### config.mk
export PLATFORM = sky130hd
export DESIGN_NAME = ddc_input_select
export DESIGN_NICKNAME = d
export VERILOG_FILES = /design/src/rtl/din_pkg.sv /design/src/rtl/din_cfg_regs.sv /design/src/rtl/din_src_sel.sv /design/src/rtl/din_chan_pick.sv /design/src/rtl/din_fmt.sv /design/src/rtl/ddc_input_select.sv
export SDC_FILE = /design/constraint.sdc
export NUM_CORES = 1
export LEC_CHECK = 0
export ABC_AREA = 1
export BUFFER_PORTS_ARGS = -buffer_cell sky130_fd_sc_hd__buf_4
export CORE_MARGIN = 1
export CORE_UTILIZATION = 45
export CTS_CLUSTER_SIZE = 14
export DETAILED_ROUTE_END_ITERATION = 16
export PLACE_DENSITY = 0.68
export SLEW_MARGIN = 20
export SYNTH_ARGS = -nofsm -noshare
export SYNTH_HDL_FRONTEND = slang
export SYNTH_SLANG_ARGS = --single-unit
### constraint.sdc
create_clock -name clk -period 4.5 [get_ports clk]
set_input_delay 0.9 -clock clk [delete_from_list [all_inputs] [get_ports clk]]
set_output_delay 0.9 -clock clk [all_outputs]
set_load 0.05 [all_outputs]
### src/rtl/din_pkg.sv
package din_pkg;

    localparam int DIN_MAX_CH  = 8;
    localparam int DIN_DLY_W   = $clog2(DIN_MAX_CH);
    localparam int DIN_SYNC_N  = 4;
    localparam int DIN_SYNC_IW = $clog2(DIN_SYNC_N);

    typedef enum logic [0:0] {
        ST_WAIT_SYNC = 1'b0,
        ST_RUN       = 1'b1
    } din_state_e;

    typedef struct packed {
        logic [2:0]             src;
        logic                   interp;
        logic                   offs_bin;
        logic                   flt;
        logic [DIN_DLY_W-1:0]   chan_dly;
        logic                   use_local;
        logic [DIN_SYNC_IW-1:0] local_idx;
    } din_cfg_t;

endpackage

### src/rtl/din_cfg_regs.sv
module din_cfg_regs
    import din_pkg::*;
#(
    parameter int BUS_W  = 17,
    parameter int ADDR_W = 2
) (
    input  logic              clk,
    input  logic              rst_n,
    input  logic              we,
    input  logic [ADDR_W-1:0] addr,
    input  logic [BUS_W-2:0]  wdata,
    output din_cfg_t          cfg,
    output logic [BUS_W-1:0]  tst_word,
    output logic              tst_level,
    output logic              tst_pulse
);

    localparam logic [ADDR_W-1:0] A_CTRL  = ADDR_W'(0);
    localparam logic [ADDR_W-1:0] A_TWORD = ADDR_W'(1);
    localparam logic [ADDR_W-1:0] A_TLSB  = ADDR_W'(2);
    localparam logic [ADDR_W-1:0] A_TCTL  = ADDR_W'(3);

    always_ff @(posedge clk or negedge rst_n) begin
        if (!rst_n) begin
            cfg       <= '0;
            tst_word  <= '0;
            tst_level <= 1'b0;
            tst_pulse <= 1'b0;
        end else begin
            tst_pulse <= 1'b0;
            if (we) begin
                unique case (addr)
                    A_CTRL: begin
                        cfg.src       <= wdata[2:0];
                        cfg.interp    <= wdata[3];
                        cfg.offs_bin  <= wdata[4];
                        cfg.flt       <= wdata[5];
                        cfg.chan_dly  <= wdata[6 +: DIN_DLY_W];
                        cfg.use_local <= wdata[9];
                        cfg.local_idx <= wdata[10 +: DIN_SYNC_IW];
                    end
                    A_TWORD: tst_word[BUS_W-1:1] <= wdata;
                    A_TLSB:  tst_word[0]         <= wdata[0];
                    A_TCTL: begin
                        tst_level <= wdata[0];
                        tst_pulse <= wdata[1];
                    end
                    default: ;
                endcase
            end
        end
    end

endmodule

### src/rtl/din_src_sel.sv
module din_src_sel #(
    parameter int NUM_BUS = 4,
    parameter int BUS_W   = 17
) (
    input  logic                     clk,
    input  logic                     rst_n,
    input  logic [NUM_BUS*BUS_W-1:0] bus_data,
    input  logic [NUM_BUS-1:0]       bus_en_n,
    input  logic [2:0]               src,
    input  logic [BUS_W-1:0]         tst_word,
    input  logic                     tst_en,
    input  logic                     run,
    output logic [BUS_W-1:0]         smp_q,
    output logic                     en_q,
    output logic                     act_q
);

    logic [BUS_W-1:0]   bus_arr [NUM_BUS];
    logic [NUM_BUS-1:0] bus_en;
    logic [BUS_W-1:0]   sel_raw;
    logic               sel_en;

    for (genvar g = 0; g < NUM_BUS; g++) begin : g_bus
        assign bus_arr[g] = bus_data[g*BUS_W +: BUS_W];
        assign bus_en[g]  = ~bus_en_n[g];
    end

    always_comb begin
        sel_raw = tst_word;
        sel_en  = tst_en;
        for (int i = 0; i < NUM_BUS; i++) begin
            if (32'(src) == i) begin
                sel_raw = bus_arr[i];
                sel_en  = bus_en[i];
            end
        end
    end

    always_ff @(posedge clk or negedge rst_n) begin
        if (!rst_n) begin
            smp_q <= '0;
            en_q  <= 1'b0;
            act_q <= 1'b0;
        end else begin
            smp_q <= sel_raw;
            en_q  <= sel_en & run;
            act_q <= run;
        end
    end

endmodule

### src/rtl/din_chan_pick.sv
module din_chan_pick #(
    parameter int BUS_W  = 17,
    parameter int MAX_CH = 8
) (
    input  logic                      clk,
    input  logic                      rst_n,
    input  logic [BUS_W-1:0]          smp_q,
    input  logic                      en_q,
    input  logic [$clog2(MAX_CH)-1:0] dly,
    output logic [BUS_W-1:0]          pick
);

    localparam int DLY_W = $clog2(MAX_CH);

    logic [MAX_CH-2:0] en_sh;
    logic [MAX_CH-1:0] dline;
    logic [BUS_W-1:0]  sel_q;
    logic              cap;

    assign dline = {en_sh, en_q};
    assign cap   = (dly != DLY_W'(0)) && dline[dly];
    assign pick  = (dly == DLY_W'(0)) ? smp_q : sel_q;

    always_ff @(posedge clk or negedge rst_n) begin
        if (!rst_n) begin
            en_sh <= '0;
            sel_q <= '0;
        end else begin
            en_sh <= {en_sh[MAX_CH-3:0], en_q};
            if (cap) begin
                sel_q <= smp_q;
            end
        end
    end

endmodule

### src/rtl/din_fmt.sv
module din_fmt #(
    parameter int BUS_W = 17,
    parameter int OUT_W = 16,
    parameter int EXP_W = 3
) (
    input  logic [BUS_W-1:0] raw,
    input  logic             offs_bin,
    input  logic             flt,
    output logic [OUT_W-1:0] val
);

    localparam int MANT_W = BUS_W - EXP_W;
    localparam int WIDE_W = MANT_W + (1 << EXP_W) - 1;
    localparam logic signed [WIDE_W-1:0] SAT_HI =
        {{(WIDE_W-OUT_W+1){1'b0}}, {(OUT_W-1){1'b1}}};
    localparam logic signed [WIDE_W-1:0] SAT_LO =
        {{(WIDE_W-OUT_W+1){1'b1}}, {(OUT_W-1){1'b0}}};

    logic [OUT_W-1:0]         fx;
    logic [MANT_W-1:0]        mant;
    logic [EXP_W-1:0]         expo;
    logic signed [WIDE_W-1:0] wide;
    logic signed [WIDE_W-1:0] shifted;
    logic [OUT_W-1:0]         fl;

    assign fx      = raw[BUS_W-1 -: OUT_W] ^ {offs_bin, {(OUT_W-1){1'b0}}};
    assign mant    = raw[BUS_W-1 -: MANT_W] ^ {offs_bin, {(MANT_W-1){1'b0}}};
    assign expo    = raw[EXP_W-1:0];
    assign wide    = {{(WIDE_W-MANT_W){mant[MANT_W-1]}}, mant};
    assign shifted = wide <<< expo;

    always_comb begin
        if (shifted > SAT_HI) begin
            fl = SAT_HI[OUT_W-1:0];
        end else if (shifted < SAT_LO) begin
            fl = SAT_LO[OUT_W-1:0];
        end else begin
            fl = shifted[OUT_W-1:0];
        end
    end

    assign val = flt ? fl : fx;

endmodule

### src/rtl/ddc_input_select.sv
module ddc_input_select
    import din_pkg::*;
#(
    parameter int NUM_BUS = 4,
    parameter int BUS_W   = 17,
    parameter int OUT_W   = 16,
    parameter int EXP_W   = 3,
    parameter int ADDR_W  = 2
) (
    input  logic                     clk,
    input  logic                     rst_n,
    input  logic [NUM_BUS*BUS_W-1:0] bus_data,
    input  logic [NUM_BUS-1:0]       bus_en_n,
    input  logic                     sync_glb,
    input  logic [DIN_SYNC_N-1:0]    sync_loc,
    input  logic                     cfg_we,
    input  logic [ADDR_W-1:0]        cfg_addr,
    input  logic [BUS_W-2:0]         cfg_wdata,
    output logic [OUT_W-1:0]         smp_out,
    output logic                     smp_vld
);

    din_cfg_t         cfg_q;
    logic [BUS_W-1:0] tst_word;
    logic             tst_level;
    logic             tst_pulse;
    logic [BUS_W-1:0] smp_q;
    logic             en_q;
    logic             act_q;
    logic [BUS_W-1:0] pick;
    logic [OUT_W-1:0] fmt_val;
    logic             mode_interp;
    logic             sync_hit;
    logic             run;
    din_state_e       st_q;
    din_state_e       st_d;

    assign mode_interp = cfg_q.interp;

    din_cfg_regs #(.BUS_W(BUS_W), .ADDR_W(ADDR_W)) u_regs (
        .clk       (clk),
        .rst_n     (rst_n),
        .we        (cfg_we),
        .addr      (cfg_addr),
        .wdata     (cfg_wdata),
        .cfg       (cfg_q),
        .tst_word  (tst_word),
        .tst_level (tst_level),
        .tst_pulse (tst_pulse)
    );

    // Start-up controller: silent until the chosen sync is seen.
    assign sync_hit = cfg_q.use_local ? sync_loc[cfg_q.local_idx] : sync_glb;
    assign run      = (st_q == ST_RUN);

    always_ff @(posedge clk or negedge rst_n) begin
        if (!rst_n) begin
            st_q <= ST_WAIT_SYNC;
        end else begin
            st_q <= st_d;
        end
    end

    always_comb begin
        st_d = st_q;
        unique case (st_q)
            ST_WAIT_SYNC: if (sync_hit) st_d = ST_RUN;   // SYNC_SEEN
            ST_RUN:       st_d = ST_RUN;                 // STAY_RUN
            default:      st_d = ST_WAIT_SYNC;
        endcase
    end

    din_src_sel #(.NUM_BUS(NUM_BUS), .BUS_W(BUS_W)) u_src (
        .clk      (clk),
        .rst_n    (rst_n),
        .bus_data (bus_data),
        .bus_en_n (bus_en_n),
        .src      (cfg_q.src),
        .tst_word (tst_word),
        .tst_en   (tst_level | tst_pulse),
        .run      (run),
        .smp_q    (smp_q),
        .en_q     (en_q),
        .act_q    (act_q)
    );

    din_chan_pick #(.BUS_W(BUS_W), .MAX_CH(DIN_MAX_CH)) u_pick (
        .clk   (clk),
        .rst_n (rst_n),
        .smp_q (smp_q),
        .en_q  (en_q),
        .dly   (cfg_q.chan_dly),
        .pick  (pick)
    );

    din_fmt #(.BUS_W(BUS_W), .OUT_W(OUT_W), .EXP_W(EXP_W)) u_fmt (
        .raw      (pick),
        .offs_bin (cfg_q.offs_bin),
        .flt      (cfg_q.flt),
        .val      (fmt_val)
    );

    // Output process: gated holds, interpolated stuffs zeros.
    always_ff @(posedge clk or negedge rst_n) begin
        if (!rst_n) begin
            smp_out <= '0;
            smp_vld <= 1'b0;
        end else if (mode_interp) begin
            smp_vld <= act_q;
            smp_out <= en_q ? fmt_val : '0;
        end else begin
            smp_vld <= en_q;
            if (en_q) begin
                smp_out <= fmt_val;
            end
        end
    end

endmodule

==> impl_metrics.json <==
{
  "synthArstFlopShare": 1.00,
  "maxSlewHeadroom": 0.294,
  "multi_input_area_mm2": 0.00227,
  "antenna_left": 0,
  "place_congestion": 0.885,
  "yosys-top-cells-count": "nand2_1, dfrtp_1, o21ai_0, inv_1, nand3_1",
  "setup_viol_count_final": 0,
  "fillers": 1049,
  "crit_type": "reg2reg",
  "crit_start": "u_regs.cfg[5]",
  "reg2reg_to": "smp_out[4]",
  "n_antenna_cell": 0,
  "overflow": 0,
  "timing.hold.ws_ps": 389,
  "crit_path_frequent_cell": "nand2_1",
  "cp_max_fo": 35,
  "r2r_start": "u_regs.cfg[5]",
  "fin_skew_ps": 7.70,
  "ir_drop_v": 0.000372,
  "dp_hpwl_um": 10600,
  "ys_ff_latch": 92,
  "cts_resized": 0,
  "clk_latency_ps": 360,
  "worstPathArrival_ps": 3120,
  "rsz0062_at_grt": "false",
  "total_leakage_power_nw": 3.17,
  "cp.depth": 12,
  "drv_cap": 0,
  "synth_cells": 668,
  "core.rowCount": 38,
  "drtPass1Iterations": 6,
  "synth_top_cell_by_area": "dfrtp_1",
  "slew_viol_final": 0,
  "rrSetupSlack_ps": 1640,
  "seq_area_mm2": 0.00230,
  "synth_most_common_cell": "nand2_1",
  "outcome": "finished, final reports clean",
  "synth_cell_type_count": 32,
  "grt_pass1_wl_um": 22400,
  "path_clk_slew_ps": 90,
  "clockBufferDepth": 2,
  "synth_edf_count": 0,
  "critical-path-top-delay-family": "simple AND/OR/NAND/NOR gates",
  "drc": 0,
  "antenna_found_initial": 0,
  "clock_sinks": 92,
  "finalHoldViolations": 0,
  "ys_top_cells_by_area": "dfrtp_1, nand2_1, o21ai_0",
  "fp.dieW_um": 108,
  "yosysTopAreaCellShare": 0.459,
  "grt_max_degree": 64,
  "syn_avg_cell_area_um2": 7.51,
  "vias": 4743,
  "period_share": 0.636,
  "cts_hold_buffers": 0,
  "critPathMaxStageDelay_ps": 570,
  "post_cts_buffers": 0,
  "endpoint": "smp_out[4]",
  "synth_ff_type": "dfrtp_1",
  "cp-start-kind": "flop",
  "numCtsBuffers": 9,
  "synth_fp_nets": 766,
  "wire_per_inst_um": 15.3,
  "fin_tns_setup_ps": 0,
  "root_buffer": "clkbuf_8",
  "cts_tree": "done",
  "drive_gt1_frac": 0.195,
  "crit_buf_inv": 1,
  "synth_area_mm2": 0.00502,
  "grt_pass1_vias": 4548,
  "fin_crit_ps": 2860,
  "pin_count": 115,
  "end_kind": "flop",
  "hold_path.class": "reg2reg",
  "routed_wl_um": 13900,
  "powerDensity_mw_per_mm2": 608,
  "nets": 862,
  "ff2ff_path_depth": 12,
  "io_buffers": 114,
  "yosysWarnings": 0,
  "cp_slowest_cell": "o21ai_2",
  "tightestPinTransition_ps": 1060,
  "drt-initial-drc-count": 205,
  "viasPerCell": 5.22,
  "die_area_mm2": 0.0116,
  "die_h_um": 108,
  "core_mm2": 0.0108,
  "track_usage": 0.252,
  "placed_area_mm2": 0.00590,
  "htreeDepth": 3,
  "crit_chain": "inv_1, nand2_4, o21ai_2, nand3_1, nand3_1, nand2_1, a21oi_2, nand3_2, a21oi_4, nand2_1, nand2_1, nand2_1",
  "final_area_mm2": 0.00610,
  "yosysSeqAreaShare": 0.459,
  "start_util": 0.463,
  "syn2layout_area_growth_pct": 21.5,
  "max_freq_mhz": 350,
  "required_ps": 4750
}
-- worst min-delay path by stage --
stage	startpoint	end	slack, ps	cells past startpoint
floorplan	u_pick.en_sh[1]	u_pick.en_sh[2]	350	0
global placement	u_pick.en_sh[4]	u_pick.en_sh[5]	370	0
detailed placement	u_pick.en_sh[0]	u_pick.en_sh[1]	370	0
CTS	u_pick.en_sh[0]	u_pick.en_sh[1]	390	0
global route	u_pick.en_sh[0]	u_pick.en_sh[1]	410	0
finish	u_pick.en_sh[0]	u_pick.en_sh[1]	390	0
-- metal layers --
metal,wire [µm],GRT usage,up-vias
met3,748,0.0442,24
met4,287,0.0900,0
li1,-,-,2378
met5,0,0,-
met1,6310,0.338,2169
met2,6510,0.408,172
-- kinds of logic (layout without fill, tap and decap cells) --
kind of cell    after synthesis  count (layout)  share of synthesized area
flops                        92              92                      0.459
buf+inv                     108             208                     0.0898
compound gates              148             148                      0.183
simple gates                313             313                      0.253
mux                           7               7                     0.0150
-- cell type report --
cell class	instances	area share
tap	140	0.0287
clock buffer	12	0.0238
inverter	77	0.0474
sequential	92	0.378
clock inverter	3	0.00759
multi-input combinational	468	0.372
timing repair buffer	116	0.143
-- flip-flops by register name, summed over array words and instances (netlist names) --
name	count
run	1
smp_out	16
smp_vld	1
u_pick.en_sh	7
u_pick.sel_q	17
u_regs.cfg	12
u_regs.tst_level	1
u_regs.tst_pulse	1
u_regs.tst_word	17
u_src.act_q	1
u_src.en_q	1
u_src.smp_q	17
-- cells in the final DEF, fill, tap and decap left out, drive strengths merged --
master / synthesis / routed
clkbuf: 21 / 12
dfrtp: 92 / 92
buf: 10 / 116
mux2i: 3 / 3
a221oi: 17 / 17
nor3: 1 / 1
nand2: 243 / 243
o21ai: 93 / 93
nor2: 17 / 17
nand4: 1 / 1
o221ai: 12 / 12
a31oi: 2 / 2
o211ai: 3 / 3
a31o: 1 / 1
inv: 77 / 78
nand3: 51 / 51
mux2: 4 / 4
o311ai: 1 / 1
a21oi: 16 / 16
clkinvlp: 0 / 1
bufinv: 0 / 1
o21bai: 3 / 3
-- worst register-to-register path, cell delays in order (launching register included) --
cell	delay, ps
dfrtp_1	410
inv_1	320
nand2_4	300
o21ai_2	580
nand3_1	180
nand3_1	120
nand2_1	80
a21oi_2	120
nand3_2	110
a21oi_4	310
nand2_1	110
nand2_1	80
nand2_1	50
-- stage by stage --
step                setup WS, ps  instances  utilization  power [W]
finish                      1640        908        0.563    0.00371
global route                1290        908        0.563    0.00400
CTS                         1640        908        0.562    0.00371
detailed placement          1660        893        0.544    0.00315
global placement            1800        893        0.544    0.00312
floorplan                   2490        668            -    0.00264
-- power by group --
part           internal, W  total, W  switching (W)
Sequential         0.00109   0.00127       0.000178
Clock             0.000272  0.000564       0.000292
Combinational     0.000604   0.00188        0.00127
(Power assumes the default switching activity.)
